## src/rtl/clkstop_pkg.sv

```systemverilog
package clkstop_pkg;

  typedef enum logic {
    ST_RUN  = 1'b0,
    ST_STOP = 1'b1
  } c_state_e;

  // Advance the throttle phase, wrapping at the window length.
  function automatic int unsigned next_phase(input int unsigned ph, input int unsigned period);
    return (ph + 1 >= period) ? 0 : ph + 1;
  endfunction

  // True when the current phase falls inside the stopped part of the window.
  function automatic logic phase_stopped(input int unsigned ph, input int unsigned duty);
    return ph < duty;
  endfunction

endpackage

```

## src/rtl/clkstop_decode.sv

```systemverilog
module clkstop_decode #(
  parameter int ADDR_W  = 16,
  parameter int DATA_W  = 8,
  parameter int REG_OFS = 32'h14
) (
  input  logic [ADDR_W-1:0] io_base,
  input  logic [ADDR_W-1:0] io_addr,
  input  logic              io_rd,
  input  logic              io_wr,
  output logic              rd_hit,
  output logic              wr_hit,
  output logic [DATA_W-1:0] rdata
);
  logic [ADDR_W-1:0] reg_addr;
  logic              match;

  assign reg_addr = io_base + ADDR_W'(REG_OFS);
  assign match    = (io_addr == reg_addr);
  assign rd_hit   = io_rd & match;
  assign wr_hit   = io_wr & match;
  assign rdata    = '0;
endmodule

```

## src/rtl/clkstop_c2_fsm.sv

```systemverilog
module clkstop_c2_fsm
  import clkstop_pkg::*;
(
  input  logic clk,
  input  logic rst,
  input  logic rd_hit,
  input  logic brk_evt,
  output logic in_c2,
  output logic c2_enter,
  output logic c2_leave
);
  c_state_e state_q, state_d;

  always_comb begin
    state_d = state_q;
    if (rd_hit)
      state_d = ST_STOP;
    else if (state_q == ST_STOP && brk_evt)
      state_d = ST_RUN;
  end

  always_ff @(posedge clk) begin
    if (rst) state_q <= ST_RUN;
    else     state_q <= state_d;
  end

  assign in_c2    = (state_q == ST_STOP);
  assign c2_enter = (state_q == ST_RUN)  && (state_d == ST_STOP);
  assign c2_leave = (state_q == ST_STOP) && (state_d == ST_RUN);
endmodule

```

## src/rtl/clkstop_throttle.sv

```systemverilog
module clkstop_throttle
  import clkstop_pkg::*;
#(
  parameter int PERIOD     = 16,
  parameter int THERM_DUTY = 8,
  localparam int PH_W      = $clog2(PERIOD)
) (
  input  logic            clk,
  input  logic            rst,
  input  logic            hold,
  input  logic            in_c2,
  input  logic            thr_en,
  input  logic            therm_ovr,
  input  logic [PH_W-1:0] duty,
  output logic [PH_W-1:0] phase,
  output logic            thr_req,
  output logic            thr_stop
);
  logic [PH_W-1:0] phase_q;
  logic [PH_W-1:0] duty_eff;

  assign thr_req  = thr_en | therm_ovr;
  assign duty_eff = therm_ovr ? PH_W'(THERM_DUTY) : duty;

  always_ff @(posedge clk) begin
    if (rst)
      phase_q <= '0;
    else if (!thr_req || hold)
      phase_q <= '0;
    else
      phase_q <= PH_W'(next_phase(32'(phase_q), PERIOD));
  end

  assign phase    = phase_q;
  assign thr_stop = thr_req & ~in_c2 & phase_stopped(32'(phase_q), 32'(duty_eff));
endmodule

```

## src/rtl/clkstop_ctrl.sv

```systemverilog
module clkstop_ctrl #(
  parameter int ADDR_W     = 16,
  parameter int DATA_W     = 8,
  parameter int REG_OFS    = 32'h14,
  parameter int PERIOD     = 16,
  parameter int THERM_DUTY = 8,
  localparam int PH_W      = $clog2(PERIOD)
) (
  input  logic              clk,
  input  logic              rst,
  input  logic [ADDR_W-1:0] io_base,
  input  logic [ADDR_W-1:0] io_addr,
  input  logic              io_rd,
  input  logic              io_wr,
  output logic [DATA_W-1:0] io_rdata,
  input  logic              brk_evt,
  input  logic              thr_en,
  input  logic              therm_ovr,
  input  logic [PH_W-1:0]   thr_duty,
  output logic              stpclk_n
);
  // Named internal events, visible to the bound checker.
  logic            rd_hit;
  logic            wr_hit;
  logic            in_c2;
  logic            c2_enter;
  logic            c2_leave;
  logic [PH_W-1:0] thr_phase;
  logic            thr_req;
  logic            thr_stop;

  clkstop_decode #(
    .ADDR_W (ADDR_W),
    .DATA_W (DATA_W),
    .REG_OFS(REG_OFS)
  ) u_dec (
    .io_base(io_base),
    .io_addr(io_addr),
    .io_rd  (io_rd),
    .io_wr  (io_wr),
    .rd_hit (rd_hit),
    .wr_hit (wr_hit),
    .rdata  (io_rdata)
  );

  clkstop_c2_fsm u_c2 (
    .clk     (clk),
    .rst     (rst),
    .rd_hit  (rd_hit),
    .brk_evt (brk_evt),
    .in_c2   (in_c2),
    .c2_enter(c2_enter),
    .c2_leave(c2_leave)
  );

  clkstop_throttle #(
    .PERIOD    (PERIOD),
    .THERM_DUTY(THERM_DUTY)
  ) u_thr (
    .clk      (clk),
    .rst      (rst),
    .hold     (in_c2 | rd_hit),
    .in_c2    (in_c2),
    .thr_en   (thr_en),
    .therm_ovr(therm_ovr),
    .duty     (thr_duty),
    .phase    (thr_phase),
    .thr_req  (thr_req),
    .thr_stop (thr_stop)
  );

  assign stpclk_n = ~(in_c2 | thr_stop);
endmodule

```

## config.mk

```make
export PLATFORM = sky130hd
export DESIGN_NAME = clkstop_ctrl
export DESIGN_NICKNAME = d
export VERILOG_FILES = /design/src/rtl/clkstop_pkg.sv /design/src/rtl/clkstop_decode.sv /design/src/rtl/clkstop_c2_fsm.sv /design/src/rtl/clkstop_throttle.sv /design/src/rtl/clkstop_ctrl.sv
export SDC_FILE = /design/constraint.sdc
export NUM_CORES = 1
export LEC_CHECK = 0
export BUFFER_PORTS_ARGS = -buffer_cell sky130_fd_sc_hd__buf_4
export CAP_MARGIN = 20
export CORE_ASPECT_RATIO = 0.7
export CORE_MARGIN = 4
export CORE_UTILIZATION = 45
export DETAILED_ROUTE_END_ITERATION = 10
export PLACE_DENSITY = 0.83
export SLEW_MARGIN = 15
export SYNTH_ARGS = -nofsm -noshare
export SYNTH_HDL_FRONTEND = slang
export SYNTH_HIERARCHICAL = 1
export SYNTH_SLANG_ARGS = --single-unit
```

## constraint.sdc

```tcl
create_clock -name clk -period 2.7 [get_ports clk]
set_input_delay 0 -clock clk [delete_from_list [all_inputs] [get_ports clk]]
set_output_delay 0 -clock clk [all_outputs]
set_load 0.05 [all_outputs]
```

==> out/metrics.cfg <==
[clock_tree]
cts_tree = yes
clk_pin_slew_ps = 50
numCtsBuffers = 3
htree_levels = 1
cts_max_path_buffers = 2
post_cts_buffers = 0
clockRootBuffer = clkbuf_4
clk_latency_ps = 250
cts_sinks = 5

[sta]
layout_min_cycle_time_ps = 2090
fin_crit_sh = 0.773
setup_viol = 0
skew_ps = 4.74
slew_viol_final = 0
fin_tns_setup_ps = 0
final_hold_viol_count = 0
fin_ws_ps = 612
whs_ps = 28.0
rsz0062_at_grt = false
clock.fmax_ghz = 0.479

[die]
start_util = 0.491
ios = 52
num_rows = 13
die_area_mm2 = 0.00292
core_area_mm2 = 0.00194
die_w_um = 62.9
die_y_um = 46.5

[worst_hold_path]
hold_class = in -> reg
min_to = u_c2/in_c2$_SDFF_PP0_
holdPathStages = 3
hold_start = brk_evt

[routing]
drt-initial-drc-count = 57
drt-vias-per-instance = 5.75
drc = 0
wl_met3_um = 187
wl_met2_mm = 1.27
drt.antenna.violating_nets = 0
post_drt_wl_per_cell_um = 13.7
route.vias.total = 1099
drt-total-wl_mm = 2.61
routed.top_layer = met3
wl_met1_mm = 1.15
firstDrtPassIters = 4

[final_layout]
final_cell_mix = buf_4, xnor2_1, nor2_1
ff_latch_area_um2 = 100
drive_above_1_share = 0.296
multi_input_area_um2 = 786
final_common_cell = buf_4
finalNetCount = 218
final_area_mm2 = 0.00128
layout.cells.non_filler = 191
n_fill_cell = 168
synthToLayoutAreaGrowth_pct = 34.7
antenna_cells = 0
fin_util = 0.662

[critical_path]
crit_top_cell = nor4_1
cpPeakStageDelay_ps = 440
critPathMaxFanout = 7
crit_path_start = io_base[2]
rr_startpoint = u_c2/in_c2$_SDFF_PP0_
crit_path_cell_trace = buf_4 -> ha_1 -> o211ai_4 -> o31a_1 -> nor4_1 -> a311oi_1 -> nor4_1 -> or2_1 -> or3_1 -> nor3b_1
r2r-end = u_thr/phase[0]$_SDFF_PP0_
arrival_ps = 2260
cp.required_ps = 2870
r2r_slack_ps = 1450
slowest_stage = or3_1
path_class = in -> reg
cp-start-kind = input port
rr_worst_depth = 3
end_kind = flip-flop

[placed_design]
io_buffers = 42
place_area_mm2 = 0.00124
placed_cells = 186
routabilityCongestion = 0.874
pre_cts_ws_ps = 394
dpl.hpwl_mm = 2.18

[global_routing]
antenna_found_initial = 0
grt_overflow = 0
grt_max_degree = 10
gr-usage-all-layers = 0.174
grt_pass1_vias = 1002
grt_pass1_wl_mm = 4.10

[logic_synthesis]
netlist_area_um2 = 951
synth.avg_cell_area_um2 = 7.61
synth_warnings = 6
syn_inst = 125

[power]
vdd_drop_max_mv = 0.141
leakagePower_nw = 0.529
power-per-cell-area_mw_per_mm2 = 281
p_total_uw = 360

[run]
max-cap-violations = 0

[outcome]
status = finished, final reports clean

-- sequential cells by signal, indices dropped and copies added, names as in the netlist --
name         count
u_thr/phase      4
u_c2/in_c2       1
-- worst max path at each step --
stage | slack (ps) | end | depth (start not counted)
after global placement | 440 | u_thr/phase[0]$_SDFF_PP0_ | 10
final | 610 | u_thr/phase[0]$_SDFF_PP0_ | 10
after global routing | 450 | u_thr/phase[0]$_SDFF_PP0_ | 10
after CTS | 650 | u_thr/phase[0]$_SDFF_PP0_ | 10
after floorplan | 790 | u_thr/phase[0]$_SDFF_PP0_ | 9
after detailed placement | 390 | u_thr/phase[0]$_SDFF_PP0_ | 10
-- worst max-delay path: cells and delay by family --
kind,cells,cell delay (ps)
AO/OA/AOI/OAI,3,790
adder cells (fa/ha/maj),1,300
AND/OR/NAND/NOR,5,1020
buffers and inverters,1,130
-- layer usage --
metal  global-route usage  up-vias
li1                     -      544
met1                0.217      508
met2                0.327       47
met3               0.0341        0
met4               0.0175        0
met5                    0        -
-- layout make-up --
type	count	share of cell area
clock buffer	3	0.0176
clock inverter	1	0.00391
inverter	4	0.0117
multi-input combinational	113	0.613
sequential	5	0.0781
tap	22	0.0215
timing repair buffer	43	0.254
-- repair_timing --
action                    4_1_cts  5_1_grt
hold endpoints to repair        1        0
gates resized for setup         0        0
hold buffers                    1        0
-- report_power, final --
group | internal, mW | switching [mW] | leakage [nW]
logic | 0.0878 | 0.103 | 0.471
registers | 0.0768 | 0.00331 | 0.0407
clock network | 0.0538 | 0.0352 | 0.0177
total | 0.218 | 0.141 | 0.529
No activity file was read; power rests on OpenSTA's default activity.
